## src/rtl/i2c_seq_pkg.sv

```systemverilog
package i2c_seq_pkg;

  localparam int REG_W  = 8;
  localparam int BYTE_W = 8;

  localparam logic [1:0] RA_CTRL = 2'd0;
  localparam logic [1:0] RA_STAT = 2'd1;
  localparam logic [1:0] RA_DATA = 2'd2;
  localparam logic [1:0] RA_PAD  = 2'd3;

  localparam logic [1:0] CMD_NONE  = 2'd0;
  localparam logic [1:0] CMD_START = 2'd1;
  localparam logic [1:0] CMD_STOP  = 2'd2;

  localparam logic [REG_W-1:0] STAT_RSVD = 8'h60;

  typedef enum logic [1:0] {
    OP_START   = 2'd0,
    OP_RESTART = 2'd1,
    OP_STOP    = 2'd2,
    OP_BYTE    = 2'd3
  } bus_op_e;

  // index of the final quarter step of each operation
  function automatic logic [5:0] op_last(input bus_op_e op);
    case (op)
      OP_START:   op_last = 6'd2;
      OP_RESTART: op_last = 6'd3;
      OP_STOP:    op_last = 6'd2;
      default:    op_last = 6'(4 * (BYTE_W + 1) - 1);
    endcase
  endfunction

  // line levels {sda, scl} during a quarter step, 1 = released
  function automatic logic [1:0] op_levels(input bus_op_e op, input logic [5:0] st,
                                           input logic [BYTE_W-1:0] d);
    logic [3:0] bitn;
    logic [1:0] qtr;
    logic       sda;
    bitn = st[5:2];
    qtr  = st[1:0];
    case (op)
      OP_START: begin
        case (st)
          6'd0:    op_levels = 2'b11;
          6'd1:    op_levels = 2'b01;
          default: op_levels = 2'b00;
        endcase
      end
      OP_RESTART: begin
        case (st)
          6'd0:    op_levels = 2'b10;
          6'd1:    op_levels = 2'b11;
          6'd2:    op_levels = 2'b01;
          default: op_levels = 2'b00;
        endcase
      end
      OP_STOP: begin
        case (st)
          6'd0:    op_levels = 2'b00;
          6'd1:    op_levels = 2'b01;
          default: op_levels = 2'b11;
        endcase
      end
      default: begin
        sda = (bitn < 4'(BYTE_W)) ? d[3'(BYTE_W - 1) - bitn[2:0]] : 1'b1;
        op_levels = {sda, (qtr == 2'd1) || (qtr == 2'd2)};
      end
    endcase
  endfunction

endpackage

```

## src/rtl/i2c_qtick.sv

```systemverilog
module i2c_qtick #(
  parameter int QDIV = 125
) (
  input  logic clk,
  input  logic rst_n,
  input  logic run,
  output logic tick
);
  localparam int CW = (QDIV > 2) ? $clog2(QDIV) : 1;
  localparam logic [CW-1:0] LAST = CW'(QDIV - 1);

  logic [CW-1:0] cnt;

  always_ff @(posedge clk or negedge rst_n) begin
    if (!rst_n)          cnt <= '0;
    else if (!run)       cnt <= '0;
    else if (cnt == LAST) cnt <= '0;
    else                 cnt <= cnt + 1'b1;
  end

  assign tick = run && (cnt == LAST);
endmodule

```

## src/rtl/i2c_bit_engine.sv

```systemverilog
module i2c_bit_engine
  import i2c_seq_pkg::*;
(
  input  logic              clk,
  input  logic              rst_n,
  input  logic              launch,
  input  bus_op_e           launch_op,
  input  logic [BYTE_W-1:0] launch_data,
  input  logic              tick,
  input  logic              sda_in,
  output logic              active,
  output logic              done,
  output logic              nak,
  output logic              sda_lvl,
  output logic              scl_lvl
);
  localparam logic [5:0] ACK_STEP = 6'(4 * BYTE_W + 2);

  bus_op_e           op;
  logic [5:0]        step;
  logic [BYTE_W-1:0] data;

  always_ff @(posedge clk or negedge rst_n) begin
    if (!rst_n) begin
      active  <= 1'b0;
      done    <= 1'b0;
      nak     <= 1'b0;
      op      <= OP_START;
      step    <= '0;
      data    <= '0;
      sda_lvl <= 1'b1;
      scl_lvl <= 1'b1;
    end else begin
      done <= 1'b0;
      if (launch && !active) begin
        active             <= 1'b1;
        op                 <= launch_op;
        data               <= launch_data;
        step               <= '0;
        {sda_lvl, scl_lvl} <= op_levels(launch_op, 6'd0, launch_data);
      end else if (active && tick) begin
        if (op == OP_BYTE && step == ACK_STEP) nak <= sda_in;
        if (step == op_last(op)) begin
          active <= 1'b0;
          done   <= 1'b1;
        end else begin
          step               <= step + 6'd1;
          {sda_lvl, scl_lvl} <= op_levels(op, step + 6'd1, data);
        end
      end
    end
  end
endmodule

```

## src/rtl/i2c_regs.sv

```systemverilog
module i2c_regs
  import i2c_seq_pkg::*;
(
  input  logic              clk,
  input  logic              rst_n,
  input  logic              wr,
  input  logic [1:0]        addr,
  input  logic [REG_W-1:0]  wdata,
  output logic [REG_W-1:0]  rdata,
  input  logic              busy,
  input  logic              eng_done,
  input  logic              eng_nak,
  output logic              launch,
  output bus_op_e           launch_op,
  output logic [BYTE_W-1:0] launch_data,
  output logic              pad_off
);
  logic       en;
  logic [1:0] cmd;
  logic       done_f;
  logic       err_f;
  logic [BYTE_W-1:0] data_r;

  logic wr_ctrl, wr_stat, wr_data, wr_pad;
  assign wr_ctrl = wr && (addr == RA_CTRL);
  assign wr_stat = wr && (addr == RA_STAT);
  assign wr_data = wr && (addr == RA_DATA);
  assign wr_pad  = wr && (addr == RA_PAD);

  always_comb begin
    launch    = 1'b0;
    launch_op = OP_BYTE;
    if (!busy) begin
      if (wr_ctrl && wdata[0] && wdata[2:1] == CMD_START) begin
        launch    = 1'b1;
        launch_op = wdata[3] ? OP_RESTART : OP_START;
      end else if (wr_ctrl && wdata[0] && wdata[2:1] == CMD_STOP) begin
        launch    = 1'b1;
        launch_op = OP_STOP;
      end else if (wr_data && en) begin
        launch    = 1'b1;
        launch_op = OP_BYTE;
      end
    end
  end
  assign launch_data = wdata[BYTE_W-1:0];

  always_ff @(posedge clk or negedge rst_n) begin
    if (!rst_n) begin
      en      <= 1'b0;
      cmd     <= CMD_NONE;
      done_f  <= 1'b0;
      err_f   <= 1'b0;
      data_r  <= '0;
      pad_off <= 1'b1;
    end else begin
      if (wr_ctrl && !busy) begin
        en  <= wdata[0];
        cmd <= wdata[2:1];
      end
      if (wr_data && !busy) data_r <= wdata[BYTE_W-1:0];
      if (wr_pad) pad_off <= wdata[2];
      done_f <= (done_f && !(wr_stat && wdata[3])) || eng_done;
      err_f  <= (err_f && !(wr_stat && wdata[2])) || (wr_data && busy);
    end
  end

  always_comb begin
    case (addr)
      RA_CTRL: rdata = {4'b0, eng_nak, cmd, en};
      RA_STAT: rdata = {busy, 3'b0, done_f, err_f, 2'b0};
      RA_DATA: rdata = data_r;
      default: rdata = {5'b0, pad_off, 2'b0};
    endcase
  end
endmodule

```

## src/rtl/i2c_cmd_seq.sv

```systemverilog
module i2c_cmd_seq
  import i2c_seq_pkg::*;
#(
  parameter int QDIV = 125
) (
  input  logic       clk,
  input  logic       rst_n,
  input  logic       reg_wr,
  input  logic [1:0] reg_addr,
  input  logic [7:0] reg_wdata,
  output logic [7:0] reg_rdata,
  input  logic       sda_i,
  output logic       scl_pull_low,
  output logic       sda_pull_low
);
  logic              eng_active;
  logic              eng_done;
  logic              eng_nak;
  logic              qtick;
  logic              launch;
  bus_op_e           launch_op;
  logic [BYTE_W-1:0] launch_data;
  logic              pad_off;
  logic              sda_lvl, scl_lvl;

  i2c_regs u_regs (
    .clk(clk), .rst_n(rst_n), .wr(reg_wr), .addr(reg_addr), .wdata(reg_wdata),
    .rdata(reg_rdata), .busy(eng_active), .eng_done(eng_done), .eng_nak(eng_nak),
    .launch(launch), .launch_op(launch_op), .launch_data(launch_data),
    .pad_off(pad_off)
  );

  i2c_qtick #(.QDIV(QDIV)) u_qtick (
    .clk(clk), .rst_n(rst_n), .run(eng_active), .tick(qtick)
  );

  i2c_bit_engine u_engine (
    .clk(clk), .rst_n(rst_n), .launch(launch), .launch_op(launch_op),
    .launch_data(launch_data), .tick(qtick), .sda_in(sda_i),
    .active(eng_active), .done(eng_done), .nak(eng_nak),
    .sda_lvl(sda_lvl), .scl_lvl(scl_lvl)
  );

  assign scl_pull_low = !pad_off && !scl_lvl;
  assign sda_pull_low = !pad_off && !sda_lvl;
endmodule

```

## config.mk

```make
export PLATFORM = sky130hd
export DESIGN_NAME = i2c_cmd_seq
export DESIGN_NICKNAME = d
export VERILOG_FILES = /design/src/rtl/i2c_seq_pkg.sv /design/src/rtl/i2c_qtick.sv /design/src/rtl/i2c_bit_engine.sv /design/src/rtl/i2c_regs.sv /design/src/rtl/i2c_cmd_seq.sv
export SDC_FILE = /design/constraint.sdc
export NUM_CORES = 1
export LEC_CHECK = 0
export ABC_CLOCK_PERIOD_IN_PS = 2600
export BUFFER_PORTS_ARGS = -buffer_cell sky130_fd_sc_hd__clkbuf_2
export CORE_AREA = 8 8 80 82
export CTS_CLUSTER_DIAMETER = 80
export DETAILED_ROUTE_END_ITERATION = 12
export DIE_AREA = 0 0 88 90
export PLACE_DENSITY_LB_ADDON = 0.25
export SYNTH_ARGS = -nofsm -noshare
export SYNTH_HDL_FRONTEND = slang
export SYNTH_SLANG_ARGS = --single-unit
```

## constraint.sdc

```tcl
create_clock -name clk -period 2.6 [get_ports clk]
set_input_delay 0.13 -clock clk [delete_from_list [all_inputs] [get_ports clk]]
set_output_delay 0.13 -clock clk [all_outputs]
set_load 0.1 [all_outputs]
```

### Word-level counts from Yosys, hierarchy flattened

Cells that the tools add are included.

| storage, ports and cells | value |
|---|---|
| flip-flop bits (word level) | 42 |
| bits in read-only memories | 0 |
| latch bits | 0 |
| bits in writable memories | 0 |
| memories | 0 |
| word-level logic and storage cells | 116 |
| bits of input ports | 14 |

| cells by class | value |
|---|---|
| div/mod/pow operators | 0 |
| $add $sub $neg | 3 |
| mux-type cells | 37 |
| shift operators | 0 |
| bitwise operators | 1 |
| reductions and logical operators | 40 |
| magnitude comparators | 2 |
| eq/ne operators | 18 |
| multipliers | 0 |

Operators by type and width:

| kind | count |
|---|---|
| 6-bit two-way mux | 5 |
| 8-bit one-hot mux with 3 select lines | 1 |
| 1-bit logical AND | 21 |
| 1-bit two-way mux | 20 |
| 2-bit one-hot mux with 3 select lines | 3 |
| 2-bit == test (second input constant) | 7 |
| 7-bit two-way mux | 2 |
| 6-bit one-hot mux with 2 select lines | 1 |
| 2-bit by 1-bit == test with 1-bit output (second input constant) | 5 |
| 2-bit one-hot mux with 2 select lines | 2 |
| 7-bit by 1-bit adder with 7-bit output (second input constant) | 1 |
| 7-bit == test (second input constant) | 1 |
| 6-bit by 1-bit adder with 6-bit output (second input constant) | 1 |
| 6-bit by 1-bit == test with 1-bit output (second input constant) | 1 |
| 6-bit by 2-bit == test with 1-bit output (second input constant) | 1 |
| 6-bit == test | 1 |
| 6-bit == test (second input constant) | 1 |
| 1-bit zero test | 6 |
| 2-bit zero test | 3 |
| 6-bit zero test | 1 |
| 3-bit by 4-bit < comparator with 1-bit output (second input constant) | 1 |
| 4-bit < comparator (second input constant) | 1 |
| 2-bit two-way mux | 2 |
| 2-bit AND reduction | 2 |
| other kinds (8) | 11 |

### Longest topological paths before layout

| logic depth | value |
|---|---|
| word-level depth | 13 |
| depth in mapped cells | 8 |
| mapped depth without buffers | 7 |

### Cells and area by module

Synthesis repeated with hierarchy kept, for this count alone.

| second synthesis, totals | value |
|---|---|
| cells, all modules | 258 |
| area total of the unflattened synthesis | 2,499.9 um^2 |

By module, submodules not included:

| module | area each (um^2) | instances | cells an instance |
|---|---|---|---|
| i2c_bit_engine | 1,332.5 | 1 | 155 |
| i2c_regs | 823.3 | 1 | 66 |
| i2c_qtick | 336.6 | 1 | 35 |
| i2c_cmd_seq | 7.5 | 1 | 2 |

### Worst setup path after synthesis

OpenSTA, ideal clock, no wires.

| timing path | value |
|---|---|
| path type | input -> output |
| start | input reg_addr[1] |
| end | output reg_rdata[3] |
| buffers on the path | 1 |
| data required time | 2.470 ns |
| slack | -0.070 ns |
| arrival time | 2.540 ns |
| stages | 3 |
| cell sequence | buf_2 > mux2i_1 > o21ai_0 |

| on the way | value |
|---|---|
| longest elaborated chain between the ends | 2 |
| elaborated cells on any way between the ends | 4 |
| those cells by class | eq/ne: 2; mux: 1; reduce/logical: 1 |

Ends and longest elaborated chain:

| element | RTL line | RTL |
|---|---|---|
| start, declared | i2c_cmd_seq.sv:9 | `input logic [1:0] reg_addr,` |
| 2-bit == test (tied with other cells) | i2c_regs.sv:69 | `case (addr)` |
| 8-bit one-hot mux with 3 select lines (*) | i2c_regs.sv:69 |  |
| end, declared | i2c_cmd_seq.sv:11 | `output logic [7:0] reg_rdata,` |

Mark *: on every way between the ends. The rest lies on a longest branch, timed or not.

### Final worst setup path

| timing path | value |
|---|---|
| start | register u_engine.step[1] |
| end | register u_engine.sda_lvl |

| on the way | value |
|---|---|
| longest elaborated chain between the ends | 9 |
| elaborated cells on any way between the ends | 19 |
| those cells by class | add/sub: 2; order compare: 1; eq/ne: 4; mux: 10; reduce/logical: 2 |

Ends and longest elaborated chain:

| element | RTL line | RTL |
|---|---|---|
| start, declared | i2c_bit_engine.sv:20 | `logic [5:0] step;` |
| start signal, assigned | i2c_bit_engine.sv:47 | `step <= step + 6'd1;` |
| 6-bit by 1-bit adder with 6-bit output | i2c_bit_engine.sv:48 | `{sda_lvl, scl_lvl} <= op_levels(op, step + 6'd1, data);` |
| 3-bit subtractor | i2c_seq_pkg.sv:66 | `sda = (bitn < 4'(BYTE_W)) ? d[3'(BYTE_W - 1) - bitn[2:0]] : 1'b1;` |
| 1-bit binary-select mux with 3-bit select | i2c_seq_pkg.sv:66 |  |
| 1-bit two-way mux (not written as such) | i2c_seq_pkg.sv:66 |  |
| 1-bit two-way mux | i2c_seq_pkg.sv:66 |  |
| 2-bit one-hot mux with 3 select lines | i2c_seq_pkg.sv:42 | `case (op)` |
| 1-bit two-way mux | i2c_bit_engine.sv:43 | `if (step == op_last(op)) begin` |
| 1-bit two-way mux | i2c_bit_engine.sv:41 | `end else if (active && tick) begin` |
| 1-bit two-way mux | i2c_bit_engine.sv:35 | `if (launch && !active) begin` |
| end signal, assigned | i2c_bit_engine.sv:40 | `{sda_lvl, scl_lvl} <= op_levels(launch_op, 6'd0, launch_data);` |
| end signal, assigned | i2c_bit_engine.sv:48 |  |
| end, declared | i2c_bit_engine.sv:14 | `output logic sda_lvl,` |

Several ways; a longest one is shown, not always the timed one. The select of a mux whose other input is x is not followed.
A chain may end at the register's enable or synchronous reset.

==> tab_implementation.tex <==
\begin{tabular}{lr}
\hline
Metric & Value \\
\hline
\multicolumn{2}{l}{\textbf{Critical path}} \\
\quad Critical path data arrival time & between 2 and 2.5 ns \\
\quad Worst Setup Path Type & flip-flop to flip-flop \\
\quad Required time of the critical path & 2.85 ns \\
\quad Critical Path Sink Type & flip-flop \\
\quad Startpoint of the worst-slack reg-to-reg timing path & u\_engine.step[1]\$\_DFFE\_PN0P\_ \\
\quad Max FO, Critical Path & 11 \\
\quad Crit path launch type & flip-flop \\
\quad Worst r2r path cells & 7 \\
\quad CP Launch Point & u\_engine.step[1]\$\_DFFE\_PN0P\_ \\
\multicolumn{2}{l}{\textbf{Logic synthesis}} \\
\quad Async SR Flop Fraction & 100\% \\
\quad EDFF count, synth & 0 \\
\quad Post-Synthesis Mean Instance Area & 10.5 um\^{}2 \\
\quad Seq/Total Area, Yosys & between 40 and 50\% \\
\quad Leading post-synthesis cells by cell area & dfrtp\_1, mux2\_2, ha\_1, dfstp\_2, nor2\_1 \\
\quad Net count after synthesis & around 260 \\
\quad Primary FF master, synth & dfrtp\_1 \\
\quad Most frequent cells after synthesis & dfrtp\_1, nor2\_1, mux2\_2 \\
\quad Count of unique library cells instantiated by Yosys & 55 \\
\quad Most repeated cell in the gate-level netlist after synthesis & dfrtp\_1 \\
\quad Count of yosys warnings during synthesis & 0 \\
\quad Mapped Cells & 234 \\
\quad Yosys reg bits & 42 \\
\quad Cell area after technology mapping & 2460 um\^{}2 \\
\quad Proportion of netlist area held by the largest area contributor & $\sim$40\% \\
\quad Cell accounting for the most synthesized area & dfrtp\_1 \\
\multicolumn{2}{l}{\textbf{STA}} \\
\quad Final worst setup slack & 0.384 ns \\
\quad Max-slew violation total from the final report & 0 \\
\quad Hold slack final & -0.000495 ns \\
\quad Total Neg Setup Slack & 0 ns \\
\quad Tightest Pin Transition & roughly 1.0 ns \\
\quad Max Fclk & 0.451 GHz \\
\quad Time the worst path needs with I/O delays and setup & 2.22 ns \\
\quad Setup skew after layout & between 0.006 and 0.007 ns \\
\quad Fin crit share & about 85\% \\
\quad Number of setup violations in the final report & 0 \\
\quad Final count of hold timing violations & 1 \\
\quad RSZ-0062 raised after global routing & no \\
\quad Relative slew margins & 31.6\% \\
\multicolumn{2}{l}{\textbf{Place}} \\
\quad Pre-CTS setup slack & 0.396 ns \\
\quad IO buf count & 23 \\
\quad Final weighted congestion in routability-driven placement & just over 0.8 \\
\quad Half-perimeter wire length of the detailed placement result & 3490 um \\
\multicolumn{2}{l}{\textbf{Clock tree}} \\
\quad Root buffer cell & clkbuf\_8 \\
\quad Total number of clock tree sinks & 42 \\
\quad Number of buffers inserted for hold repair after clock tree synthesis & 0 \\
\quad Clock-pin transition on the worst setup and hold timing paths & 0.08 ns \\
\quad Post-CTS Repair Setup Buffers & 0 \\
\quad Clock tree from TritonCTS & built \\
\quad Clock buffers created by TritonCTS & 5 \\
\quad Post-cts resize count & 0 \\
\quad Number of buffers on the longest clock path & 2 \\
\quad Later-pin clock latency in the skew report & 0.30 ns \\
\quad Total number of H-tree levels & 2 \\
\multicolumn{2}{l}{\textbf{Floorplanning}} \\
\quad Area of the core & 5240 um\^{}2 \\
\quad Die ar. & 7920 um\^{}2 \\
\quad Die outline width & approximately 88 um \\
\quad Effective utilization at floorplan & 46.9\% \\
\quad Height of the die & 90 um \\
\quad I/O pin cnt & 24 \\
\quad Standard-cell rows & 27 \\
\multicolumn{2}{l}{\textbf{Run status}} \\
\quad Outcome & finished with violations \\
\quad Violated checks & hold timing \\
\multicolumn{2}{l}{\textbf{Routing}} \\
\quad Total routed wirelength & 4800 um \\
\quad Number of vias after detailed routing & 1,715 \\
\quad Routed wirelength normalized by instance count & 14.7 um \\
\quad DR iter-0 viols & 86 \\
\quad DRC violations left & 0 \\
\quad Number of search-and-repair iterations in the first detailed-routing pass & 4 \\
\quad Number of routed nets with antenna violations & 0 \\
\quad Average vias per placed instance & between 5 and 6 \\
\multicolumn{2}{l}{\textbf{GRT}} \\
\quad Total grt overflow & 0 \\
\quad All-Layer GR Usage & a little over an eighth \\
\quad Pin count of the biggest net entering global routing & 43 \\
\quad Antenna violations before repair & 0 \\
\quad Number of global-route vias before repair & 1,765 \\
\quad First-pass GRT wire length & 8670 um \\
\multicolumn{2}{l}{\textbf{Finish}} \\
\quad Core occupancy in the finished layout & between 50\% and 60\% \\
\quad Antenna cells & 0 \\
\quad Fraction of final layout cells sized beyond drive strength 1 & 27.8\% \\
\quad NumNets Final & between 200 and 300 \\
\quad Area growth from synthesis to layout & 10.4\% \\
\multicolumn{2}{l}{\textbf{Pwr}} \\
\quad Pleak & 0.00129 uW \\
\quad Worst supply voltage drop on vdd & $\sim$0.00032 V \\
\quad PwrDens & between 500 and 600 nW/um\^{}2 \\
\multicolumn{2}{l}{\textbf{Run}} \\
\quad Number of maximum-capacitance constraint violations & 0 \\
\multicolumn{2}{l}{\textbf{Hold path}} \\
\quad Path category of the worst min-delay check & input port to asynchronous set/reset pin \\
\hline
\end{tabular}
==> cells in the final DEF (no fill, tap or decap), drive strengths merged, types with 3 or more instances in the layout <==
master   n
a31oi    4
xor2     9
mux2    20
ha       7
nor2b    4
a21oi    4
inv     12
or3      3
and3     3
nor3     6
xnor2    6
clkbuf  29
dfrtp   39
buf      4
and2     5
mux2i    6
o21ai   10
nand3   11
nor2    21
dfstp    3
nand2   15
==> power by group <==
group / total, uW / switching [uW] / leakage, uW / internal (uW)
clock: 511 / 225 / 0.0000514 / 286
sequential: 678 / 12.8 / 0.000516 / 665
combinational: 185 / 137 / 0.000722 / 48.7
==> worst max-delay path, stage by stage (launching register included) <==
cell and delay (ns):
dfrtp_1 0.58, ha_1 0.40, nor3_1 0.10, and2_1 0.16, a211oi_1 0.41, o211ai_1 0.16
o311ai_1 0.11, o221a_2 0.23
==> registers in the layout (all words and copies together), names as in the netlist <==
name / flops
u_engine.data: 8
u_regs.pad_off: 1
u_regs.en: 1
u_regs.done_f: 1
u_engine.sda_lvl: 1
u_engine.step: 6
u_regs.err_f: 1
u_engine.done: 1
u_regs.data_r: 8
u_engine.active: 1
u_engine.scl_lvl: 1
u_engine.op: 2
u_regs.cmd: 2
u_qtick.cnt: 7
u_engine.nak: 1
==> kinds of logic after synthesis <==
| logic type | share of synthesized area, % |
|---|---|
| DFF | 42.9 |
| AOI/OAI and AO/OA | 10.1 |
| buffers and inverters | 5.96 |
| adders and majority gates | 3.57 |
| muxes | 13.4 |
| xor gates and xnor gates | 5.65 |
| and+or+nand+nor | 18.3 |
==> per-layer routing <==
metal | track usage (%) | vias to the layer above | wire length (um)
li1 | - | 855 | -
met1 | 18.2 | 833 | 2220
met2 | 20.9 | 22 | 2360
met3 | 2.82 | 5 | 150
met4 | 4.30 | 0 | 65
met5 | 0 | - | 0
==> layout make-up <==
class | count | area, um^2
clock buffer | 6 | 72.6
clock inverter | 2 | 37.5
fill | 486 | 2520
inverter | 12 | 45.0
multi-input combinational | 166 | 1270
sequential | 42 | 1050
tap | 72 | 90.1
timing repair buffer | 27 | 145
==> worst paths after layout <==
check                                                to  slack (ns)
max                        u_engine.sda_lvl$_DFFE_PN1P_        0.38
max in group asynchronous    u_engine.op[0]$_DFFE_PN0P_        1.98
min in group clk               u_engine.nak$_DFFE_PN0P_        0.08
min reg2reg                     u_regs.done_f$_DFF_PN0_        0.43
min                            u_qtick.cnt[2]$_DFF_PN0_     -0.0005
max reg2reg                u_engine.sda_lvl$_DFFE_PN1P_        0.38
==> stage by stage <==
step | power (uW) | area [um^2] | hold slack (ns) | std cells
6_report | 1370 | 2710 | -0.000495 | 327
4_1_cts | 1390 | 2710 | 0.0395 | 327
3_5_place_dp | 878 | 2600 | 0.364 | 319
3_3_place_gp | 877 | 2600 | 0.364 | 319
5_1_grt | 1440 | 2710 | 0.0705 | 327
2_1_floorplan | 826 | 2460 | -0.166 | 234
Power figures use the tool's default switching activity.
